--- config.mk ---
export PLATFORM = sky130hd
export DESIGN_NAME = aux_ilim_ramp
export DESIGN_NICKNAME = d
export VERILOG_FILES = /design/src/rtl/aux_ilim_pkg.sv /design/src/rtl/aux_ilim_tick.sv /design/src/rtl/aux_ilim_fsm.sv /design/src/rtl/aux_ilim_lockout.sv /design/src/rtl/aux_ilim_ramp.sv
export SDC_FILE = /design/constraint.sdc
export NUM_CORES = 1
export LEC_CHECK = 0
export ABC_AREA = 0
export BUFFER_PORTS_ARGS = -buffer_cell sky130_fd_sc_hd__buf_2
export CORE_ASPECT_RATIO = 0.7
export CORE_MARGIN = 8
export CORE_UTILIZATION = 59
export CTS_BUF_LIST = sky130_fd_sc_hd__clkbuf_4
export CTS_CLUSTER_SIZE = 12
export DETAILED_ROUTE_END_ITERATION = 10
export PLACE_DENSITY = 0.84
export SLEW_MARGIN = 20
export SYNTH_ARGS = -nofsm -noshare
export SYNTH_HDL_FRONTEND = slang
export SYNTH_SLANG_ARGS = --single-unit
--- constraint.sdc ---
create_clock -name clk -period 2.46 [get_ports clk]
set_input_delay 0.123 -clock clk [delete_from_list [all_inputs] [get_ports clk]]
set_output_delay 0.123 -clock clk [all_outputs]
set_load 0.02 [all_outputs]
--- src/rtl/aux_ilim_pkg.sv ---
package aux_ilim_pkg;

    // Operating mode of the regulator
    typedef enum logic [2:0] {
        ST_IDLE = 3'd0,   // waiting for trickle charge to finish
        ST_UP   = 3'd1,   // slow increase of the limit
        ST_HOLD = 3'd2,   // limit held inside the window
        ST_DN   = 3'd3,   // fast back-off below weak level
        ST_OFF  = 3'd4    // buck shut down, input too weak
    } ctl_st_e;

    // Where the input sits against the three comparator levels
    typedef enum logic [1:0] {
        Z_WEAK = 2'd0,
        Z_WIN  = 2'd1,
        Z_MID  = 2'd2,
        Z_HIGH = 2'd3
    } zone_e;

    // Comparators are monotonic: high implies mid implies weak.
    function automatic zone_e zone_of(input logic hi, input logic mid, input logic wk);
        zone_e z;
        if (!wk)       z = Z_WEAK;
        else if (!mid) z = Z_WIN;
        else if (!hi)  z = Z_MID;
        else           z = Z_HIGH;
        return z;
    endfunction

endpackage

--- src/rtl/aux_ilim_tick.sv ---
// Shared prescaler: one tick every DIV cycles, restartable.
module aux_ilim_tick #(
    parameter int unsigned DIV = 4000
) (
    input  logic clk,
    input  logic rst,
    input  logic clr,
    output logic tick
);
    generate
        if (DIV <= 1) begin : g_pass
            assign tick = 1'b1;
        end else begin : g_div
            localparam int unsigned CW = $clog2(DIV);
            localparam logic [CW-1:0] LAST = CW'(DIV - 1);

            typedef struct packed {
                logic [CW-1:0] cnt;
            } tick_st_t;

            tick_st_t s_d, s_q;

            always_comb begin
                s_d = s_q;
                if (clr || (s_q.cnt == LAST)) begin
                    s_d.cnt = '0;
                end else begin
                    s_d.cnt = s_q.cnt + 1'b1;
                end
            end

            always_ff @(posedge clk) begin
                if (rst) begin
                    s_q <= '0;
                end else begin
                    s_q <= s_d;
                end
            end

            assign tick = (s_q.cnt == LAST);
        end
    endgenerate
endmodule

--- src/rtl/aux_ilim_fsm.sv ---
// Mode control, limit code register and period counter.
module aux_ilim_fsm
    import aux_ilim_pkg::*;
#(
    parameter int unsigned LIM_W      = 3,
    parameter int unsigned RAMP_TICKS = 5000,
    parameter int unsigned BACK_TICKS = 6
) (
    input  logic             clk,
    input  logic             rst,
    input  logic             aux_en,
    input  logic             trickle_done,
    input  logic             above_high,
    input  logic             above_mid,
    input  logic             above_weak,
    input  logic             tick,
    output logic             tmr_clr,
    output logic             step_dn,
    output logic [LIM_W-1:0] code_next,
    output logic [LIM_W-1:0] ilim_code,
    output logic             buck_en,
    output logic             weak_irq
);
    localparam int unsigned MAXT  = (RAMP_TICKS > BACK_TICKS) ? RAMP_TICKS : BACK_TICKS;
    localparam int unsigned PER_W = (MAXT > 1) ? $clog2(MAXT) : 1;
    localparam logic [PER_W-1:0] UP_LAST = PER_W'(RAMP_TICKS - 1);
    localparam logic [PER_W-1:0] DN_LAST = PER_W'(BACK_TICKS - 1);
    localparam logic [LIM_W-1:0] LIM_TOP = '1;

    typedef struct packed {
        ctl_st_e          st;
        logic [LIM_W-1:0] lim;
        logic [PER_W-1:0] per;
        logic             buck;
        logic             irq;
    } fsm_st_t;

    fsm_st_t s_d, s_q;
    zone_e   zone;
    logic    period_end;
    logic    timed;

    always_comb begin
        s_d        = s_q;
        s_d.irq    = 1'b0;
        step_dn    = 1'b0;
        zone       = zone_of(above_high, above_mid, above_weak);
        period_end = tick && (s_q.per == ((s_q.st == ST_UP) ? UP_LAST : DN_LAST));
        timed      = (s_q.st == ST_UP) || (s_q.st == ST_DN);

        if (!trickle_done) begin
            s_d.st   = ST_IDLE;
            s_d.lim  = '0;
            s_d.buck = 1'b0;
        end else if (s_q.st == ST_IDLE) begin
            s_d.st   = ST_UP;
            s_d.lim  = '0;
            s_d.buck = 1'b1;
        end else if (aux_en) begin
            unique case (s_q.st)
                ST_UP: begin
                    if (zone == Z_WEAK) begin
                        s_d.st = ST_DN;
                    end else if (zone == Z_WIN) begin
                        s_d.st = ST_HOLD;
                    end else if (period_end && (s_q.lim != LIM_TOP)) begin
                        s_d.lim = s_q.lim + 1'b1;
                    end
                end
                ST_HOLD: begin
                    if (zone == Z_WEAK) begin
                        s_d.st = ST_DN;
                    end else if (zone == Z_HIGH) begin
                        s_d.st = ST_UP;
                    end
                end
                ST_DN: begin
                    if (zone != Z_WEAK) begin
                        s_d.st = ST_HOLD;
                    end else if (period_end) begin
                        if (s_q.lim != '0) begin
                            s_d.lim = s_q.lim - 1'b1;
                            step_dn = 1'b1;
                        end else begin
                            s_d.st   = ST_OFF;
                            s_d.buck = 1'b0;
                            s_d.irq  = 1'b1;
                        end
                    end
                end
                default: begin
                end
            endcase
        end

        // Period counter restarts on any mode change or freeze
        tmr_clr = !timed || !aux_en || !trickle_done || (s_d.st != s_q.st);
        if (tmr_clr) begin
            s_d.per = '0;
        end else if (tick) begin
            s_d.per = period_end ? '0 : (s_q.per + 1'b1);
        end

        code_next = s_d.lim;
    end

    always_ff @(posedge clk) begin
        if (rst) begin
            s_q.st   <= ST_IDLE;
            s_q.lim  <= '0;
            s_q.per  <= '0;
            s_q.buck <= 1'b0;
            s_q.irq  <= 1'b0;
        end else begin
            s_q <= s_d;
        end
    end

    assign ilim_code = s_q.lim;
    assign buck_en   = s_q.buck;
    assign weak_irq  = s_q.irq;
endmodule

--- src/rtl/aux_ilim_lockout.sv ---
// Dead-battery lockout on a downward step below the low code.
module aux_ilim_lockout #(
    parameter int unsigned LIM_W    = 3,
    parameter int unsigned LOW_CODE = 2
) (
    input  logic             clk,
    input  logic             rst,
    input  logic             step_dn,
    input  logic [LIM_W-1:0] code_next,
    input  logic             bat_fet_present,
    input  logic             src_ge_500ma,
    input  logic             sys_on,
    input  logic             bat_below_min,
    output logic             rails_off,
    output logic             pwr_inhibit
);
    localparam logic [LIM_W-1:0] LOW_LIM = LIM_W'(LOW_CODE);

    typedef struct packed {
        logic rails;
        logic inh;
    } lock_st_t;

    lock_st_t s_d, s_q;
    logic     trig;

    always_comb begin
        trig      = step_dn && (code_next < LOW_LIM) && bat_fet_present
                    && src_ge_500ma && sys_on && bat_below_min;
        s_d.rails = trig;
        s_d.inh   = trig || (s_q.inh && bat_below_min);
    end

    always_ff @(posedge clk) begin
        if (rst) begin
            s_q <= '0;
        end else begin
            s_q <= s_d;
        end
    end

    assign rails_off   = s_q.rails;
    assign pwr_inhibit = s_q.inh;
endmodule

--- src/rtl/aux_ilim_ramp.sv ---
module aux_ilim_ramp #(
    parameter int unsigned LIM_W      = 3,
    parameter int unsigned PRESCALE   = 4000,
    parameter int unsigned RAMP_TICKS = 5000,
    parameter int unsigned BACK_TICKS = 6,
    parameter int unsigned LOW_CODE   = 2
) (
    input  logic             clk,
    input  logic             rst,
    input  logic             aux_en,
    input  logic             trickle_done,
    input  logic             above_high,
    input  logic             above_mid,
    input  logic             above_weak,
    input  logic             bat_fet_present,
    input  logic             src_ge_500ma,
    input  logic             sys_on,
    input  logic             bat_below_min,
    output logic [LIM_W-1:0] ilim_code,
    output logic             buck_en,
    output logic             weak_irq,
    output logic             rails_off,
    output logic             pwr_inhibit
);
    logic             tick;
    logic             tmr_clr;
    logic             step_dn;
    logic [LIM_W-1:0] code_next;

    aux_ilim_tick #(
        .DIV (PRESCALE)
    ) u_tick (
        .clk  (clk),
        .rst  (rst),
        .clr  (tmr_clr),
        .tick (tick)
    );

    aux_ilim_fsm #(
        .LIM_W      (LIM_W),
        .RAMP_TICKS (RAMP_TICKS),
        .BACK_TICKS (BACK_TICKS)
    ) u_fsm (
        .clk          (clk),
        .rst          (rst),
        .aux_en       (aux_en),
        .trickle_done (trickle_done),
        .above_high   (above_high),
        .above_mid    (above_mid),
        .above_weak   (above_weak),
        .tick         (tick),
        .tmr_clr      (tmr_clr),
        .step_dn      (step_dn),
        .code_next    (code_next),
        .ilim_code    (ilim_code),
        .buck_en      (buck_en),
        .weak_irq     (weak_irq)
    );

    aux_ilim_lockout #(
        .LIM_W    (LIM_W),
        .LOW_CODE (LOW_CODE)
    ) u_lock (
        .clk             (clk),
        .rst             (rst),
        .step_dn         (step_dn),
        .code_next       (code_next),
        .bat_fet_present (bat_fet_present),
        .src_ge_500ma    (src_ge_500ma),
        .sys_on          (sys_on),
        .bat_below_min   (bat_below_min),
        .rails_off       (rails_off),
        .pwr_inhibit     (pwr_inhibit)
    );
endmodule

==> summary.md, run 1 <==
| Metric | Value |
|---|---|
| Largest net degree at the start of global routing | `11` |
| Worst path depth | `7` |
| Ys async rst share | `0` |
| Drt via density | `about 5.6` |
| # diodes | `0` |
| Num CTS Buffers | `5` |
| Actual slew at the worst max-slew pin | `around 0.48 ns` |
| Layout cells sized above 1 | `0.129` |
| Wire length on met2 | `1.54 mm` |
| Pwr per Cell Area | `between 400 and 500 nW/um^2` |
| Min Hold Slack | `0.173 ns` |
| RSZ-0062 raised after global routing | `no` |
| Routability cong. | `0.913` |
| Worst setup SP type | `flip-flop` |
| Clk_lat worst skew | `approximately 0.34 ns` |
| Max_slew headroom | `0.682` |
| Max layer used | `met4` |
| Starting Density | `0.608` |
| Post-synth EDFFs | `0` |
| DR iter-0 viols | `96` |
| Clk sinks | `35` |
| CP max stage cell | `dfxtp_1` |
| # IOs | `18` |
| Max IR drop VDD | `between 0.2 and 0.3 mV` |
| Final setup fails | `0` |
| Avg WL per Cell | `about 14 microns` |
| Synth area leader | `dfxtp_1` |
| CTS root buf | `clkbuf_4` |
| CP endpoint kind | `flip-flop` |
| Period minus WS final | `approximately 2.2 ns` |
| Die H | `63.2 microns` |
| WP buf/inv | `0` |
| Final HPWL DP | `between 2 and 3 mm` |
| #FFs+latches synth | `35` |
| Clock Skew | `~0.01 ns` |
| Period utilisation layout | `0.883` |
| Crit path arrival time | `~2.4 ns` |
| FP Rows | `17` |
| Worst path cell trace | `ha_1 -> and4_1 -> and3b_1 -> o2111ai_1 -> mux2i_1 -> o22ai_1 -> a31oi_1` |
| Synth top area share | `0.374` |
| Reg2Reg Setup Slack | `~0.29 ns` |
| Fin Setup TNS | `0 ns` |
| Req. time, crit path | `between 2 and 3 ns` |
| Final Hold Violating Endpoints | `0` |
| Post-CTS Resized | `0` |
| CTS tree | `built` |
| Number of global-route vias before repair | `~1500` |
| Drt drc | `0` |
| Fmax achieved | `460 MHz` |
| Sequential cell area | `~700 sq um` |
| Routed via count | `approximately 1600` |
| Synth Cell Area | `1880 sq um` |
| Setup bufs post-CTS | `0` |
| Max Slew Vio Count | `0` |
| Total power | `about 0.00090 W` |
| Most frequent cells in the layout | `nor2_1, dfxtp_1, buf_2, nand2_1, xnor2_1` |
| Fill cells | `about 270` |
| Nets | `approximately 260` |
| Status | `complete, no violations` |
| Kind of critical path | `flip-flop to flip-flop` |
| Area occupied by multi-input gates | `1100 sq um` |
| Register area share after synthesis | `0.374` |
| DR WL met3 | `~180 microns` |
| Core box area | `between 3000 and 4000 sq um` |
| First-pass GRT wire length | `6.51 mm` |
| Clk buf depth | `2` |
| RR Startpoint | `u_tick.g_div.s_q[0]$_SDFF_PP0_` |
| Synth Instances | `222` |
| Total number of yosys warnings | `0` |
| Worst-path clk slew | `roughly 0.11 ns` |
| Post-route ant nets | `0` |
| DRT Wirelength | `between 3 and 4 mm` |
| Hold crit path type | `input port to flip-flop` |
| Reg2Reg Capture Point | `u_lock.rails_off$_SDFF_PP0_` |
| Die area | `roughly 5300 sq um` |
| Setup crit end | `u_lock.rails_off$_SDFF_PP0_` |
| Area delta synth->final | `8.21%` |
| Syn nets | `239` |
| GR Overflow Total | `0` |
| Static Leak | `roughly 0.72 nW` |
| Min-Delay Startpoint | `above_high` |
| Initial antenna violation count | `0` |
| Most common cell after layout, fill and taps aside | `nor2_1` |
| Ranking of synthesized cells by area | `dfxtp_1, nor2_1, xnor2_1` |
| Most used DFF post-synth | `dfxtp_1` |
| FF-to-FF path depth | `7` |
| H-tree Lvls | `2` |
| Pre-antenna DRT Iters | `4` |
| Max-cap viol count | `0` |
| Met1 wire length | `about 2 mm` |
| CP startpoint | `u_tick.g_div.s_q[0]$_SDFF_PP0_` |
| GRT Total Usage | `0.147` |
| CP Max Fanout | `8` |
| Number of port buffers | `17` |
| DIE WIDTH | `roughly 83 microns` |
| Critical path's top delay family | `simple AND/OR/NAND/NOR gates` |
| Critical path's largest stage delay | `0.39 ns` |
| Synth cell types | `48` |
| Avg Cell Area, Syn | `between 8 and 9 sq um` |
## worst min path at each step
stage                                              to  cells past startpoint
after floorplan           u_lock.rails_off$_SDFF_PP0_                      1
after global placement    u_lock.rails_off$_SDFF_PP0_                      2
after detailed placement  u_lock.rails_off$_SDFF_PP0_                      2
after CTS                    u_fsm.s_q[19]$_SDFF_PP0_                      4
after global routing         u_fsm.s_q[18]$_SDFF_PP0_                      3
final                        u_fsm.s_q[19]$_SDFF_PP0_                      4
## cells in the mapped netlist (all sizes together) (2+ instances only)
cell,count
ha,6
nand2b,2
inv,9
nor4,3
nand3b,4
a21oi,9
nand2,14
o21ai,3
nor2,41
buf,6
or4,2
or2,2
a21boi,2
dfxtp,35
nand3,9
o2111ai,2
xor2,9
nor2b,5
nor3,10
nand4,8
xnor2,14
mux2i,4
nor3b,4
and3,2
## routing by layer
layer,track usage,vias to the layer above
met1,0.204,718
met2,0.197,30
met5,0,-
li1,-,803
met4,0.0611,0
met3,0.0526,7
## worst reg2reg max path, delay by kind of cell, from the launching register on
family	cells	cell delay, ns
flip-flops	1	0.39
AO/OA/AOI/OAI	3	0.65
AND/OR/NAND/NOR	2	0.64
multiplexers	1	0.17
adder cells (fa/ha/maj)	1	0.21
## registers in the layout, summed over array words and instances, names as in the netlist
name / count
u_tick.g_div.s_q: 12
u_lock.pwr_inhibit: 1
u_fsm.s_q: 16
u_lock.rails_off: 1
u_fsm.weak_irq: 1
u_fsm.buck_en: 1
u_fsm.ilim_code: 3
## where the power goes
group           total, W  switching, W  internal (W)
clock           0.000286      0.000185      0.000101
combinational  0.0000399     0.0000231     0.0000168
sequential      0.000571    0.00000280      0.000568
## area by class of cell
type	instances	area share
clock buffer	5	0.0185
sequential	35	0.345
tap	38	0.0234
inverter	9	0.0166
multi-input combinational	171	0.541
clock inverter	2	0.00432
timing repair buffer	19	0.0506
## metrics by stage
stage | worst slack [ns] | instances | area [sq um] | util
6_report | 0.287 | 279 | 2030 | 0.658
2_1_floorplan | 0.583 | 222 | 1880 | -
3_5_place_dp | 0.323 | 271 | 1970 | 0.640
5_1_grt | 0.0754 | 279 | 2030 | 0.658
3_3_place_gp | 0.362 | 271 | 1970 | 0.640
4_1_cts | 0.299 | 279 | 2030 | 0.658
## what timing repair did
item / 4_1_cts / 5_1_grt
endpoints found under the hold margin: 1 / 0
endpoints found under the setup margin: 0 / 0
hold buffers: 1 / 0
## cells by family (layout without fill, tap and decap cells)
family	Yosys count	count (layout)	synth area share
and+or+nand+nor	111	111	0.318
AOI/OAI and AO/OA	27	27	0.0987
adders and majority gates	6	6	0.0400
buffers and inverters	16	35	0.0407
xor gates and xnor gates	23	23	0.107
muxes	4	4	0.0213
DFF	35	35	0.374
Note: power is estimated with default switching activity, not from simulation.
==> run 2: changes to the inputs <==
--- a/config.mk
+++ b/config.mk
@@ -9,12 +9,13 @@
 export BUFFER_PORTS_ARGS = -buffer_cell sky130_fd_sc_hd__buf_2
 export CORE_ASPECT_RATIO = 0.7
 export CORE_MARGIN = 8
-export CORE_UTILIZATION = 59
+export CORE_UTILIZATION = 55
 export CTS_BUF_LIST = sky130_fd_sc_hd__clkbuf_4
 export CTS_CLUSTER_SIZE = 12
 export DETAILED_ROUTE_END_ITERATION = 10
-export PLACE_DENSITY = 0.84
+export PLACE_DENSITY = 0.83
 export SLEW_MARGIN = 20
 export SYNTH_ARGS = -nofsm -noshare
 export SYNTH_HDL_FRONTEND = slang
 export SYNTH_SLANG_ARGS = --single-unit
+export TNS_END_PERCENT = 1
==> constraint.sdc (replaced) <==
create_clock -name clk -period 1.7 [get_ports clk]
set_input_delay 0.085 -clock clk [delete_from_list [all_inputs] [get_ports clk]]
set_output_delay 0.085 -clock clk [all_outputs]
set_load 0.02 [all_outputs]
==> summary.md, run 2 (synthesis results as in run 1) <==
| Metric | Value |
|---|---|
| Status | `finished, violations left (was complete, no violations)` |
| Failing checks | `negative setup slack` |
| DR iter-0 viols | `155 (was 96)` |
| Worst setup SP type | `flip-flop (unchanged)` |
| Req. time, crit path | `1.95 ns (was 2.67 ns)` |
| Final setup fails | `35 (was 0)` |
| Num CTS Buffers | `5 (unchanged)` |
| FP Rows | `17 (unchanged)` |
| Core box area | `3210 sq um (was 3080 sq um)` |
| Die area | `5560 sq um (was 5270 sq um)` |
| H-tree Lvls | `2 (unchanged)` |
| Biggest register | `u_fsm.s_q (unchanged)` |
| Layout cells sized above 1 | `0.330 (was 0.129)` |
| Max IR drop VDD | `0.622 mV (was 0.296 mV)` |
| Clk buf depth | `2 (unchanged)` |
| Nets | `307 (was 258)` |
| Number of port buffers | `17 (unchanged)` |
| Kind of critical path | `flip-flop to flip-flop (unchanged)` |
| Worst-path clk slew | `0.11 ns (about the same)` |
| Met3 usage | `0.0491 (was 0.0526)` |
| Number of global-route vias before repair | `1906 (was 1452)` |
| Final Hold Violating Endpoints | `0 (unchanged)` |
| Area delta synth->final | `36.2% (was 8.21%)` |
| Pre-antenna DRT Iters | `5 (was 4)` |
| Final WS setup | `-0.296 ns (was 0.287 ns)` |
| Max Slew Vio Count | `0 (unchanged)` |
| Avg WL per Cell | `14.9 microns (was 13.6 microns)` |
| Initial antenna violation count | `0 (unchanged)` |
| Routed via count | `1821 (was 1558)` |
| Clock Skew | `0.00607 ns (was 0.0101 ns)` |
| Drt drc | `0 (unchanged)` |
| Period utilisation layout | `1.17 (was 0.883)` |
| Routing usage on met1 | `0.225 (was 0.204)` |
| Non-filler instance count after layout | `338 (was 279)` |
| Largest net degree at the start of global routing | `12 (was 11)` |
| Met2 usage | `0.325 (was 0.197)` |
| CTS root buf | `clkbuf_4 (unchanged)` |
| Fmax achieved | `501 MHz (was 460 MHz)` |
| # IOs | `18 (unchanged)` |
| Dpl cells | `329 (was 271)` |
| Final HPWL DP | `3.88 mm (was 2.89 mm)` |
| Pwr per Cell Area | `654 nW/um^2 (was 442 nW/um^2)` |
| Static Leak | `1.02 nW (was 0.724 nW)` |
| Drt via density | `5.39 (was 5.58)` |
| Post-route ant nets | `0 (unchanged)` |
| CTS tree | `built (unchanged)` |
| GR Overflow Total | `0 (unchanged)` |
| GRT Total Usage | `0.196 (was 0.147)` |
| Clk_lat worst skew | `0.35 ns (was 0.34 ns)` |
| Most common cell after layout, fill and taps aside | `buf_4 (was nor2_1)` |
| Most frequent cells in the layout | `buf_4, nor2_1, dfxtp_1, buf_2, xnor2_1 (was nor2_1, dfxtp_1, buf_2, nand2_1, xnor2_1)` |
| Clk sinks | `35 (unchanged)` |
| Max_slew headroom | `0.742 (was 0.682)` |
| DIE WIDTH | `85.8 microns (was 83.4 microns)` |
| First-pass GRT wire length | `8.53 mm (was 6.51 mm)` |
| RSZ-0062 raised after global routing | `yes (was no)` |
| Setup bufs post-CTS | `0 (unchanged)` |
| Starting Density | `0.584 (was 0.608)` |
| Max-cap viol count | `0 (unchanged)` |
| CP Max Fanout | `9 (was 8)` |
| Routability cong. | `0.915 (was 0.913)` |
| Period minus WS final | `2.00 ns (was 2.17 ns)` |
| Max reg flops | `16 (unchanged)` |
| Actual slew at the worst max-slew pin | `0.383 ns (was 0.476 ns)` |
| Finished Core Util | `0.795 (was 0.658)` |
| Placement Setup Slack | `-0.283 ns (was 0.323 ns)` |
| Die H | `64.9 microns (was 63.2 microns)` |
| # diodes | `0 (unchanged)` |
| CP endpoint kind | `flip-flop (unchanged)` |
| Top Usage Layer GRT | `met2 (was met1)` |
| DRT Wirelength | `5.04 mm (was 3.78 mm)` |
| Hold crit path type | `input port to flip-flop (unchanged)` |
| Crit path arrival time | `2.24 ns (was 2.39 ns)` |
## run 2: cell types whose count changed in the layout (fill, tap and decap cells not counted), moves of 2 or more
| cell | change |
|---|---|
| nor3_2 | +5 |
| bufinv_16 | +2 |
| nor3_1 | -6 |
| buf_4 | +47 |
## run 2: area by class of cell
class                      count  area (sq um)
inverter                       9          33.8
clock inverter                 2          60.1
sequential                    35           702
clock buffer                   6          45.0
tap                           47          58.8
fill                         228           657
multi-input combinational    171          1170
timing repair buffer          68           487
## run 2: worst paths after layout
kind              slack, ns                        endpoint                       start  cells past startpoint
setup / recovery      -0.30  u_tick.g_div.s_q[8]$_SDFF_PP0_   u_fsm.s_q[7]$_SDFFE_PP0N_                      7
hold / removal         0.14   u_lock.pwr_inhibit$_SDFF_PP0_                         rst                      4
setup reg to reg      -0.30  u_tick.g_div.s_q[8]$_SDFF_PP0_   u_fsm.s_q[7]$_SDFFE_PP0N_                      7
hold reg to reg        0.50      u_fsm.buck_en$_SDFFE_PP0P_  u_fsm.buck_en$_SDFFE_PP0P_                      2
## run 2: routing by layer
metal	part of all wire	vias up	wire, microns
met5	0	-	0
met3	0.062	11	312
li1	-	905	-
met4	0.021	0	104
met2	0.48	43	2400
met1	0.44	862	2220
## run 2: power by group
group	leakage (nW)	total, W	switching, W	internal (W)
Clock	0.0559	0.000766	0.000291	0.000475
Combinational	0.681	0.0000811	0.0000447	0.0000364
Sequential	0.283	0.000825	0.00000187	0.000823
Total	1.02	0.00167	0.000338	0.00133
## run 2: worst max-delay path: stages (launching register included)
cell and delay, ns:
dfxtp_2 0.34, or4_4 0.55, nor4_4 0.27, o2111a_1 0.32, o21ai_2 0.11, nand3b_1 0.12, buf_6 0.14, nor2_1 0.05
## run 2: per-stage QoR
stage	TNS, ns	power, W	hold slack (ns)	instance area [sq um]
2_1_floorplan	-2.72	0.000876	0.184	1890
5_1_grt	-11.16	0.00172	0.150	2550
3_5_place_dp	-8.04	0.000917	0.318	2380
4_1_cts	-7.12	0.00168	0.103	2530
3_3_place_gp	-5.33	0.000914	0.309	2380
6_report	-7.83	0.00167	0.137	2550
## run 2: what timing repair did
item / in CTS / in global routing
hold buffers: 1 / 0
hold endpoints to repair: 1 / 0
cloned: 0 / 0
setup endpoints to repair: 35 / 35
gates resized for setup: 9 / 7
pin swaps: 2 / 4
==> run 3: changes to the inputs <==
--- a/config.mk
+++ b/config.mk
@@ -14,6 +14,7 @@
 export CTS_CLUSTER_SIZE = 12
 export DETAILED_ROUTE_END_ITERATION = 10
 export PLACE_DENSITY = 0.83
+export REMOVE_ABC_BUFFERS = 1
 export SLEW_MARGIN = 20
 export SYNTH_ARGS = -nofsm -noshare
 export SYNTH_HDL_FRONTEND = slang
==> summary.md, run 3 (synthesis results as in run 1) <==
| Metric | Value |
|---|---|
| Status | `finished, violations left (unchanged)` |
| Failing checks | `negative setup slack (unchanged)` |
| Routability cong. | `0.947 (was 0.915)` |
| Fill cells | `223 (was 228)` |
| CP endpoint kind | `flip-flop (unchanged)` |
| Finished Core Util | `0.781 (was 0.795)` |
| Pre-antenna DRT Iters | `4 (was 5)` |
| DRT Wirelength | `4.56 mm (was 5.04 mm)` |
| Core box area | `3210 sq um (unchanged)` |
| Final setup fails | `35 (unchanged)` |
| Clk_lat worst skew | `0.33 ns (was 0.35 ns)` |
| Clk buf depth | `2 (unchanged)` |
| Number of global-route vias before repair | `1747 (was 1906)` |
| Final Hold Violating Endpoints | `0 (unchanged)` |
| Setup bufs post-CTS | `0 (unchanged)` |
| Largest net degree at the start of global routing | `11 (was 12)` |
| Clock Skew | `0.0145 ns (was 0.00607 ns)` |
| Req. time, crit path | `1.94 ns (was 1.95 ns)` |
| Met3 usage | `0.0403 (was 0.0491)` |
| GRT Total Usage | `0.172 (was 0.196)` |
| Period utilisation layout | `1.16 (was 1.17)` |
| Min-Delay Startpoint | `bat_fet_present (was rst)` |
| CP Max Fanout | `4 (was 9)` |
| DIE WIDTH | `85.8 microns (unchanged)` |
| Initial antenna violation count | `0 (unchanged)` |
| Nets | `303 (was 307)` |
| Met2 usage | `0.273 (was 0.325)` |
| Worst-path clk slew | `0.11 ns (about the same)` |
| Most common cell after layout, fill and taps aside | `buf_4 (unchanged)` |
| Worst setup SP type | `flip-flop (unchanged)` |
| Total power | `0.00134 W (was 0.00167 W)` |
| DR iter-0 viols | `128 (was 155)` |
| Crit path arrival time | `2.22 ns (was 2.24 ns)` |
| Most frequent cells in the layout | `buf_4, nor2_1, dfxtp_1, buf_2 (was buf_4, nor2_1, dfxtp_1, buf_2, xnor2_1)` |
| Fmax achieved | `506 MHz (was 501 MHz)` |
| H-tree Lvls | `2 (unchanged)` |
| WHS Endpoint | `u_lock.rails_off$_SDFF_PP0_ (was u_lock.pwr_inhibit$_SDFF_PP0_)` |
| Period minus WS final | `1.98 ns (was 2.00 ns)` |
| First-pass GRT wire length | `7.70 mm (was 8.53 mm)` |
| Top Usage Layer GRT | `met2 (unchanged)` |
| Avg WL per Cell | `13.6 microns (was 14.9 microns)` |
| Hold crit path type | `input port to flip-flop (unchanged)` |
| Reg2Reg Capture Point | `u_fsm.ilim_code[2]$_SDFF_PP0_ (was u_tick.g_div.s_q[8]$_SDFF_PP0_)` |
| Number of port buffers | `17 (unchanged)` |
| # IOs | `18 (unchanged)` |
| CTS tree | `built (unchanged)` |
| Num CTS Buffers | `5 (unchanged)` |
| CTS root buf | `clkbuf_4 (unchanged)` |
| Drt via density | `5.36 (was 5.39)` |
| Max-cap viol count | `0 (unchanged)` |
| Post-route ant nets | `0 (unchanged)` |
| Max IR drop VDD | `0.472 mV (was 0.622 mV)` |
| Min-Delay Path Depth | `5 (was 4)` |
| RR Startpoint | `u_fsm.s_q[7]$_SDFFE_PP0N_ (unchanged)` |
| Biggest register | `u_fsm.s_q (unchanged)` |
| Static Leak | `0.975 nW (was 1.02 nW)` |
| Final WS setup | `-0.277 ns (was -0.296 ns)` |
| GR Overflow Total | `0 (unchanged)` |
| Non-filler instance count after layout | `334 (was 338)` |
| Actual slew at the worst max-slew pin | `0.322 ns (was 0.383 ns)` |
| Clk sinks | `35 (unchanged)` |
| Pwr per Cell Area | `534 nW/um^2 (was 654 nW/um^2)` |
| Layout cells sized above 1 | `0.328 (was 0.330)` |
| Reg2Reg Setup Slack | `-0.28 ns (was -0.30 ns)` |
| Max_slew headroom | `0.784 (was 0.742)` |
| RSZ-0062 raised after global routing | `yes (unchanged)` |
| Final HPWL DP | `3.46 mm (was 3.88 mm)` |
| Max reg flops | `16 (unchanged)` |
| FF-to-FF path depth | `6 (was 7)` |
| Dpl cells | `325 (was 329)` |
| Max Slew Vio Count | `0 (unchanged)` |
| FP Rows | `17 (unchanged)` |
| Routing usage on met1 | `0.221 (was 0.225)` |
| Starting Density | `0.584 (unchanged)` |
| Area delta synth->final | `33.7% (was 36.2%)` |
| # diodes | `0 (unchanged)` |
| Drt drc | `0 (unchanged)` |
| Die area | `5560 sq um (unchanged)` |
| Die H | `64.9 microns (unchanged)` |
| Routed via count | `1791 (was 1821)` |
| Kind of critical path | `flip-flop to flip-flop (unchanged)` |
run 3: timing repair:
action                                  CTS  global route
gates resized for setup                  11            13
endpoints found under the hold margin     1             0
pin swaps                                 1             3
endpoints found under the setup margin   35            35
hold buffers                              1             0
run 3: power breakdown:
part	internal, W	switching, W	leakage [nW]
logic	0.0000388	0.0000440	0.660
clock network	0.000169	0.000264	0.0307
registers	0.000823	0.00000165	0.284
total	0.00103	0.000309	0.975
run 3: layer usage:
layer	wire length (microns)	up-vias
met4	49	0
li1	-	900
met5	0	-
met2	2070	61
met3	331	4
met1	2110	826
run 3: per-stage QoR:
step / setup WS (ns) / TNS [ns] / hold WS [ns] / instance area [sq um]
floorplan: -0.291 / -6.44 / 0.184 / 1830
global placement: -0.227 / -5.59 / 0.308 / 2350
detailed placement: -0.313 / -6.49 / 0.314 / 2350
global route: -0.315 / -7.66 / 0.145 / 2510
CTS: -0.271 / -5.65 / 0.102 / 2460
finish: -0.277 / -5.59 / 0.126 / 2510
run 3: critical path: stages, from the launching register on:
cell and delay [ns]:
dfxtp_1 0.32, or4_4 0.54, nor4_4 0.25, o2111ai_2 0.22, mux2i_1 0.24, o22ai_2 0.14
o21a_1 0.18
run 3: worst max path at each step:
stage / end / slack [ns] / from
6_report: u_fsm.ilim_code[2]$_SDFF_PP0_ / -0.28 / u_fsm.s_q[7]$_SDFFE_PP0N_
4_1_cts: u_fsm.ilim_code[2]$_SDFF_PP0_ / -0.27 / u_fsm.s_q[7]$_SDFFE_PP0N_
2_1_floorplan: u_lock.rails_off$_SDFF_PP0_ / -0.29 / u_tick.g_div.s_q[0]$_SDFF_PP0_
3_5_place_dp: u_lock.rails_off$_SDFF_PP0_ / -0.31 / u_fsm.s_q[7]$_SDFFE_PP0N_
3_3_place_gp: u_tick.g_div.s_q[2]$_SDFF_PP0_ / -0.23 / u_tick.g_div.s_q[0]$_SDFF_PP0_
5_1_grt: u_fsm.ilim_code[2]$_SDFF_PP0_ / -0.32 / u_fsm.s_q[7]$_SDFFE_PP0N_
run 3: final cells by class:
| cell class | count | area, sq um | area share |
|---|---|---|---|
| clock buffers | 6 | 45.0 | 0.0180 |
| clock inverters | 2 | 7.51 | 0.00299 |
| inverters | 9 | 33.8 | 0.0135 |
| multi-input cells | 171 | 1180 | 0.473 |
| flip-flops and latches | 35 | 704 | 0.281 |
| well taps | 47 | 58.8 | 0.0235 |
| repair buffers | 64 | 473 | 0.189 |
